`src/rtl/accum_alu_pkg.sv`:
```
package accum_alu_pkg;

    localparam int DATA_W = 8;
    localparam int OP_W   = 2;

    typedef enum logic [OP_W-1:0] {
        OP_MOVE = 2'd0,
        OP_ADD  = 2'd1,
        OP_ADDC = 2'd2,
        OP_DEC  = 2'd3
    } alu_op_e;

    typedef enum logic {
        DST_W    = 1'b0,
        DST_FILE = 1'b1
    } alu_dst_e;

    typedef struct packed {
        logic [DATA_W-1:0] value;
        logic              carry;
        logic              carry_upd;
    } alu_res_t;

    typedef struct packed {
        logic c;
        logic z;
        logic n;
    } alu_flags_t;

    function automatic logic [DATA_W:0] sum_with_cin(
        input logic [DATA_W-1:0] a,
        input logic [DATA_W-1:0] b,
        input logic              cin
    );
        return {1'b0, a} + {1'b0, b} + {{DATA_W{1'b0}}, cin};
    endfunction

    function automatic logic is_zero(input logic [DATA_W-1:0] v);
        return (v == '0);
    endfunction

endpackage

```
`src/rtl/accum_alu_core.sv`:
```
module accum_alu_core
    import accum_alu_pkg::*;
(
    input  alu_op_e           op,
    input  logic [DATA_W-1:0] w_val,
    input  logic [DATA_W-1:0] f_val,
    input  logic              c_in,
    output alu_res_t          res
);

    logic [DATA_W:0] wide_sum;

    always_comb begin
        wide_sum      = sum_with_cin(w_val, f_val, (op == OP_ADDC) ? c_in : 1'b0);
        res.value     = f_val;
        res.carry     = c_in;
        res.carry_upd = 1'b0;
        unique case (op)
            OP_MOVE: begin
                res.value     = f_val;
                res.carry     = c_in;
                res.carry_upd = 1'b0;
            end
            OP_ADD, OP_ADDC: begin
                res.value     = wide_sum[DATA_W-1:0];
                res.carry     = wide_sum[DATA_W];
                res.carry_upd = 1'b1;
            end
            OP_DEC: begin
                res.value     = f_val - {{(DATA_W-1){1'b0}}, 1'b1};
                res.carry     = ~is_zero(f_val);
                res.carry_upd = 1'b1;
            end
            default: begin
                res.value     = f_val;
                res.carry     = c_in;
                res.carry_upd = 1'b0;
            end
        endcase
    end

endmodule

```
`src/rtl/accum_alu_flags.sv`:
```
module accum_alu_flags
    import accum_alu_pkg::*;
(
    input  logic       clk,
    input  logic       rst,
    input  logic       upd,
    input  alu_res_t   res,
    output alu_flags_t flags
);

    alu_flags_t flags_q;

    always_ff @(posedge clk) begin
        if (rst) begin
            flags_q <= '0;
        end else if (upd) begin
            flags_q.z <= is_zero(res.value);
            flags_q.n <= res.value[DATA_W-1];
            if (res.carry_upd) begin
                flags_q.c <= res.carry;
            end
        end
    end

    assign flags = flags_q;

endmodule

```
`src/rtl/accum_alu_route.sv`:
```
module accum_alu_route
    import accum_alu_pkg::*;
(
    input  logic              clk,
    input  logic              rst,
    input  logic              upd,
    input  alu_dst_e          dst,
    input  logic [DATA_W-1:0] result,
    output logic [DATA_W-1:0] w_q,
    output logic [DATA_W-1:0] wdata_q,
    output logic              we_q
);

    logic to_w;
    logic to_file;

    always_comb begin
        to_w    = upd && (dst == DST_W);
        to_file = upd && (dst == DST_FILE);
    end

    always_ff @(posedge clk) begin
        if (rst) begin
            w_q     <= '0;
            wdata_q <= '0;
            we_q    <= 1'b0;
        end else begin
            we_q <= to_file;
            if (to_w) begin
                w_q <= result;
            end
            if (to_file) begin
                wdata_q <= result;
            end
        end
    end

endmodule

```
`src/rtl/accum_alu.sv`:
```
module accum_alu
    import accum_alu_pkg::*;
(
    input  logic              clk,
    input  logic              rst,
    input  logic              op_valid,
    input  logic [OP_W-1:0]   op_code,
    input  logic              op_dest,
    input  logic [DATA_W-1:0] file_rdata,
    output logic [DATA_W-1:0] file_wdata,
    output logic              file_we,
    output logic [DATA_W-1:0] w_out,
    output logic              flag_c,
    output logic              flag_z,
    output logic              flag_n
);

    alu_op_e           op_e;
    alu_dst_e          dst_e;
    alu_res_t          res;
    alu_flags_t        flags;
    logic [DATA_W-1:0] w_q;

    assign op_e  = alu_op_e'(op_code);
    assign dst_e = alu_dst_e'(op_dest);

    accum_alu_core u_core (
        .op    (op_e),
        .w_val (w_q),
        .f_val (file_rdata),
        .c_in  (flags.c),
        .res   (res)
    );

    accum_alu_flags u_flags (
        .clk   (clk),
        .rst   (rst),
        .upd   (op_valid),
        .res   (res),
        .flags (flags)
    );

    accum_alu_route u_route (
        .clk     (clk),
        .rst     (rst),
        .upd     (op_valid),
        .dst     (dst_e),
        .result  (res.value),
        .w_q     (w_q),
        .wdata_q (file_wdata),
        .we_q    (file_we)
    );

    assign w_out  = w_q;
    assign flag_c = flags.c;
    assign flag_z = flags.z;
    assign flag_n = flags.n;

endmodule

```
`config.mk`:
```
export PLATFORM = sky130hd
export DESIGN_NAME = accum_alu
export DESIGN_NICKNAME = d
export VERILOG_FILES = /design/src/rtl/accum_alu_pkg.sv /design/src/rtl/accum_alu_core.sv /design/src/rtl/accum_alu_flags.sv /design/src/rtl/accum_alu_route.sv /design/src/rtl/accum_alu.sv
export SDC_FILE = /design/constraint.sdc
export NUM_CORES = 1
export LEC_CHECK = 0
export ABC_AREA = 1
export BUFFER_PORTS_ARGS = -buffer_cell sky130_fd_sc_hd__clkbuf_2
export CAP_MARGIN = 40
export CORE_ASPECT_RATIO = 2
export CORE_MARGIN = 3
export CORE_UTILIZATION = 50
export CTS_BUF_LIST = sky130_fd_sc_hd__clkbuf_16
export DETAILED_ROUTE_END_ITERATION = 6
export PLACE_DENSITY_LB_ADDON = 0.3
export SLEW_MARGIN = 20
export SYNTH_ARGS = -nofsm -noshare
export SYNTH_HDL_FRONTEND = slang
export SYNTH_SLANG_ARGS = --single-unit
```
`constraint.sdc`:
```
create_clock -name clk -period 3.5 [get_ports clk]
set_input_delay 0.35 -clock clk [delete_from_list [all_inputs] [get_ports clk]]
set_output_delay 0.35 -clock clk [all_outputs]
set_load 0.05 [all_outputs]
```
==> impl_metrics.ini <==
[grt]
first_global_vias = 1505
initial_antenna_violation_count = 0
grt_start_max_net_pins = 18
grt_use_total_pct = 22.0
overflow = 0
grt_pass1_wl_um = 6530

[power_and_ir_drop]
total_leakage_power_nw = 0.978
power.net_switching_w = 0.000252
pwr-share-clk_pct = 31.6
power-per-cell-area_nw_per_um2 = 405
power.sequential.fraction_pct = 35.7
internal-power_w = 0.000462
swShare_pct = 35.3
ir_drop_mv = 0.387
share_comb_of_total_power_pct = 32.6

[sta]
finalClockSkew_ps = 0.865
final_max_slew_viol_count = 0
layout_min_cycle_time_ps = 2330
finalSetupTns_ps = 0
worst_pin_slew_ps = 520
timing.final.hold_violations = 0
report.final.setup_viol = 0
maxSlewHeadroom_pct = 65.2
layout_worst_path_cycle_share_pct = 66.6
grt_setup_unrepaired = no
achievable_clock_frequency_ghz = 0.429

[floorplanning]
start_util_pct = 53.7
die-area_sq_um = 3740
die_x_um = 44.8
die-height_um = 83.6
core_region_area_sq_um = 2800
rows = 27
num_io_pins = 34

[synth]
sequential_element_share_of_the_synthesized_area_pct = 26.6
yosys_warnings = 0
ys_ff_latch = 20
netlist_top_cells_area = sky130_fd_sc_hd__dfxtp_1 27%, sky130_fd_sc_hd__nand2_1 17%, sky130_fd_sc_hd__ha_1 10%
synthesis.instances = 243
synth.most_common_cell = sky130_fd_sc_hd__nand2_1
synth_flop_cell = sky130_fd_sc_hd__dfxtp_1
synth_edf_count = 0
post_synth_instance_area_sq_um = 1510
netlist-cell-type-count = 24
yosys.area.top_type = sky130_fd_sc_hd__dfxtp_1
synth.avg_cell_area_sq_um = 6.19
netlist.area_leader.share_pct = 26.6
synth.net_count = 271
synthArstFlopShare_pct = 0
synth.top_cells.by_count = 69 x sky130_fd_sc_hd__nand2_1, 28 x sky130_fd_sc_hd__inv_1, 24 x sky130_fd_sc_hd__nand3_1, 24 x sky130_fd_sc_hd__nor2_1, 20 x sky130_fd_sc_hd__dfxtp_1

[clock_tree]
clock_latency_ps = 250
cts_tree = yes
cts.htree.levels = 1
cts-root-buf = sky130_fd_sc_hd__clkbuf_16
cts.clk_slew.worst_paths_ps = 50
clockBufferDepth = 2
total_number_of_clock_tree_sinks = 20
cts_inserted_buffers = 3
cts-hold-fix-buffers = 0
cts_setup_buffers = 0
post_cts_sizing = 0

[critical_path]
cp_data_required_time_ps = 3690
crit_path_start_kind = input port
critical_path.cell_chain = clkbuf_2 -> inv_1 -> ha_1 -> nand2_1 -> fa_1 -> inv_2 -> fa_1 -> nand2_1 -> nand3_1 -> nand2_1 -> nand3_1 -> nor2_1 -> nand2_1 -> nor2_1 -> nand2_1 -> nor2_1 -> nor2_1 -> nor2_2
timing.critical_path.to_type = flip-flop
critPathMostFrequentCell = sky130_fd_sc_hd__nand2_1
worst_path_largest_cell_delay_ps = 410
crit_type = input port to flip-flop
critical_path.reg2reg.startpoint = u_flags.flags[2]$_SDFFE_PP0P_
critical-path-slowest-cell = sky130_fd_sc_hd__fa_1
critical_path_start = op_code[0]
worst_ep_arrival_time_ps = 2520
crit_fanout = 3

[run]
maxCapViolations = 0

[drt]
drt.antenna.violating_nets = 0
drt_iter0_markers = 23
vias = 1622
drc = 0
dr.pass1.iters = 4
avgRoutedWirePerCell_um = 12.4
routed_wl_um = 3770
route.detailed.vias_per_inst = 5.34

[status]
outcome = complete, no violations

[placement]
place_hpwl_um = 3150
gpl.final_weighted_congestion = 0.899
io_buffer_count = 33

[min_path]
holdCritStartpoint = rst
min-delay-path-class = input port to flip-flop

[layout]
final_core_util_pct = 62.7
area_growth_pct = 16.9
num-fill-cells = 282
multi_input_area_sq_um = 932
final_layout_size_suffix_gt1_share_pct = 18.5
number_of_nets_in_the_layout = 305
seqCellArea_sq_um = 400
antenna_cells = 0
## final timing paths
check / endpoint / slack, ps / cells after the start
worst max-delay path: u_flags.flags[1]$_SDFFE_PP0P_ / 1170 / 18
worst min-delay path: u_flags.flags[1]$_SDFFE_PP0P_ / 330 / 2
worst max register to register: u_flags.flags[1]$_SDFFE_PP0P_ / 1210 / 15
worst min register to register: u_route.wdata_q[5]$_SDFFE_PP0P_ / 490 / 2
## worst max-delay path, delay by kind of cell
| kind | cells | cell delay [ps] |
|---|---|---|
| buffers and inverters | 3 | 270 |
| adder cells (fa/ha/maj) | 3 | 950 |
| AND/OR/NAND/NOR | 12 | 930 |
## routing by layer
layer | vias to the layer above | GRT usage, % | share of wire, % | wire [um]
met5 | - | 0 | 0 | 0
met4 | 0 | 12.3 | 3.9 | 148
met3 | 14 | 0.216 | 3.0 | 113
met2 | 39 | 39.1 | 56 | 2100
met1 | 732 | 24.9 | 37 | 1410
li1 | 837 | - | - | -
## area by class of cell
class	count	area share (%)
inverter	38	8.11
clock buffer	3	4.27
multi-input combinational	180	53.0
timing repair buffer	34	9.82
tap	29	2.06
sequential	20	22.8
## flip-flops by register name (all words and copies together), names as in the netlist
register,flops
u_flags.flags,3
u_route.w_q,8
u_route.wdata_q,8
u_route.we_q,1
## per-stage QoR
stage	std cells	hold WS (ps)	power [W]	setup slack (ps)	instance area [sq um]
2_1_floorplan	243	417	0.000432	1100	1510
5_1_grt	304	345	0.000752	848	1760
4_1_cts	303	325	0.000717	1180	1750
3_5_place_dp	300	482	0.000491	920	1680
6_report	304	326	0.000713	1170	1760
3_3_place_gp	300	473	0.000488	1010	1680
## logic make-up after synthesis
kind of cell,synth area share (%)
adders and majority gates,12.6
DFF,26.6
buffers and inverters,11.5
AOI/OAI and AO/OA,14.4
and+or+nand+nor,34.9
## power groups by stage
stage,sequential (W),clock [W],combinational [W]
after floorplan,0.000312,0,0.000120
after global placement,0.000259,0,0.000229
after detailed placement,0.000259,0,0.000232
after CTS,0.000255,0.000230,0.000233
after global routing,0.000257,0.000235,0.000260
final,0.000255,0.000226,0.000233
## cells in the final DEF, fill, tap and decap left out
| cell type | netlist | final |
|---|---|---|
| sky130_fd_sc_hd__fa_1 | 2 | 2 |
| sky130_fd_sc_hd__nand3_2 | 1 | 1 |
| sky130_fd_sc_hd__a21oi_1 | 18 | 18 |
| sky130_fd_sc_hd__clkbuf_2 | 0 | 33 |
| sky130_fd_sc_hd__nor2_1 | 24 | 24 |
| sky130_fd_sc_hd__clkinv_1 | 2 | 2 |
| sky130_fd_sc_hd__clkbuf_16 | 0 | 3 |
| sky130_fd_sc_hd__o21ai_0 | 12 | 12 |
| sky130_fd_sc_hd__o21a_1 | 1 | 1 |
| sky130_fd_sc_hd__o21ai_2 | 1 | 1 |
| sky130_fd_sc_hd__nand2_2 | 2 | 2 |
| sky130_fd_sc_hd__ha_1 | 12 | 12 |
| sky130_fd_sc_hd__buf_4 | 0 | 1 |
| sky130_fd_sc_hd__nand3b_1 | 2 | 2 |
| sky130_fd_sc_hd__o211ai_1 | 1 | 1 |
| sky130_fd_sc_hd__dfxtp_1 | 20 | 20 |
| sky130_fd_sc_hd__nor2_2 | 2 | 2 |
| sky130_fd_sc_hd__o31ai_1 | 1 | 1 |
| sky130_fd_sc_hd__o21ai_1 | 7 | 7 |
| sky130_fd_sc_hd__nand3_1 | 24 | 24 |
| sky130_fd_sc_hd__or2_1 | 1 | 1 |
| sky130_fd_sc_hd__inv_2 | 8 | 8 |
| sky130_fd_sc_hd__inv_1 | 28 | 28 |
| sky130_fd_sc_hd__nand2_1 | 69 | 69 |
(Power assumes the default switching activity.)
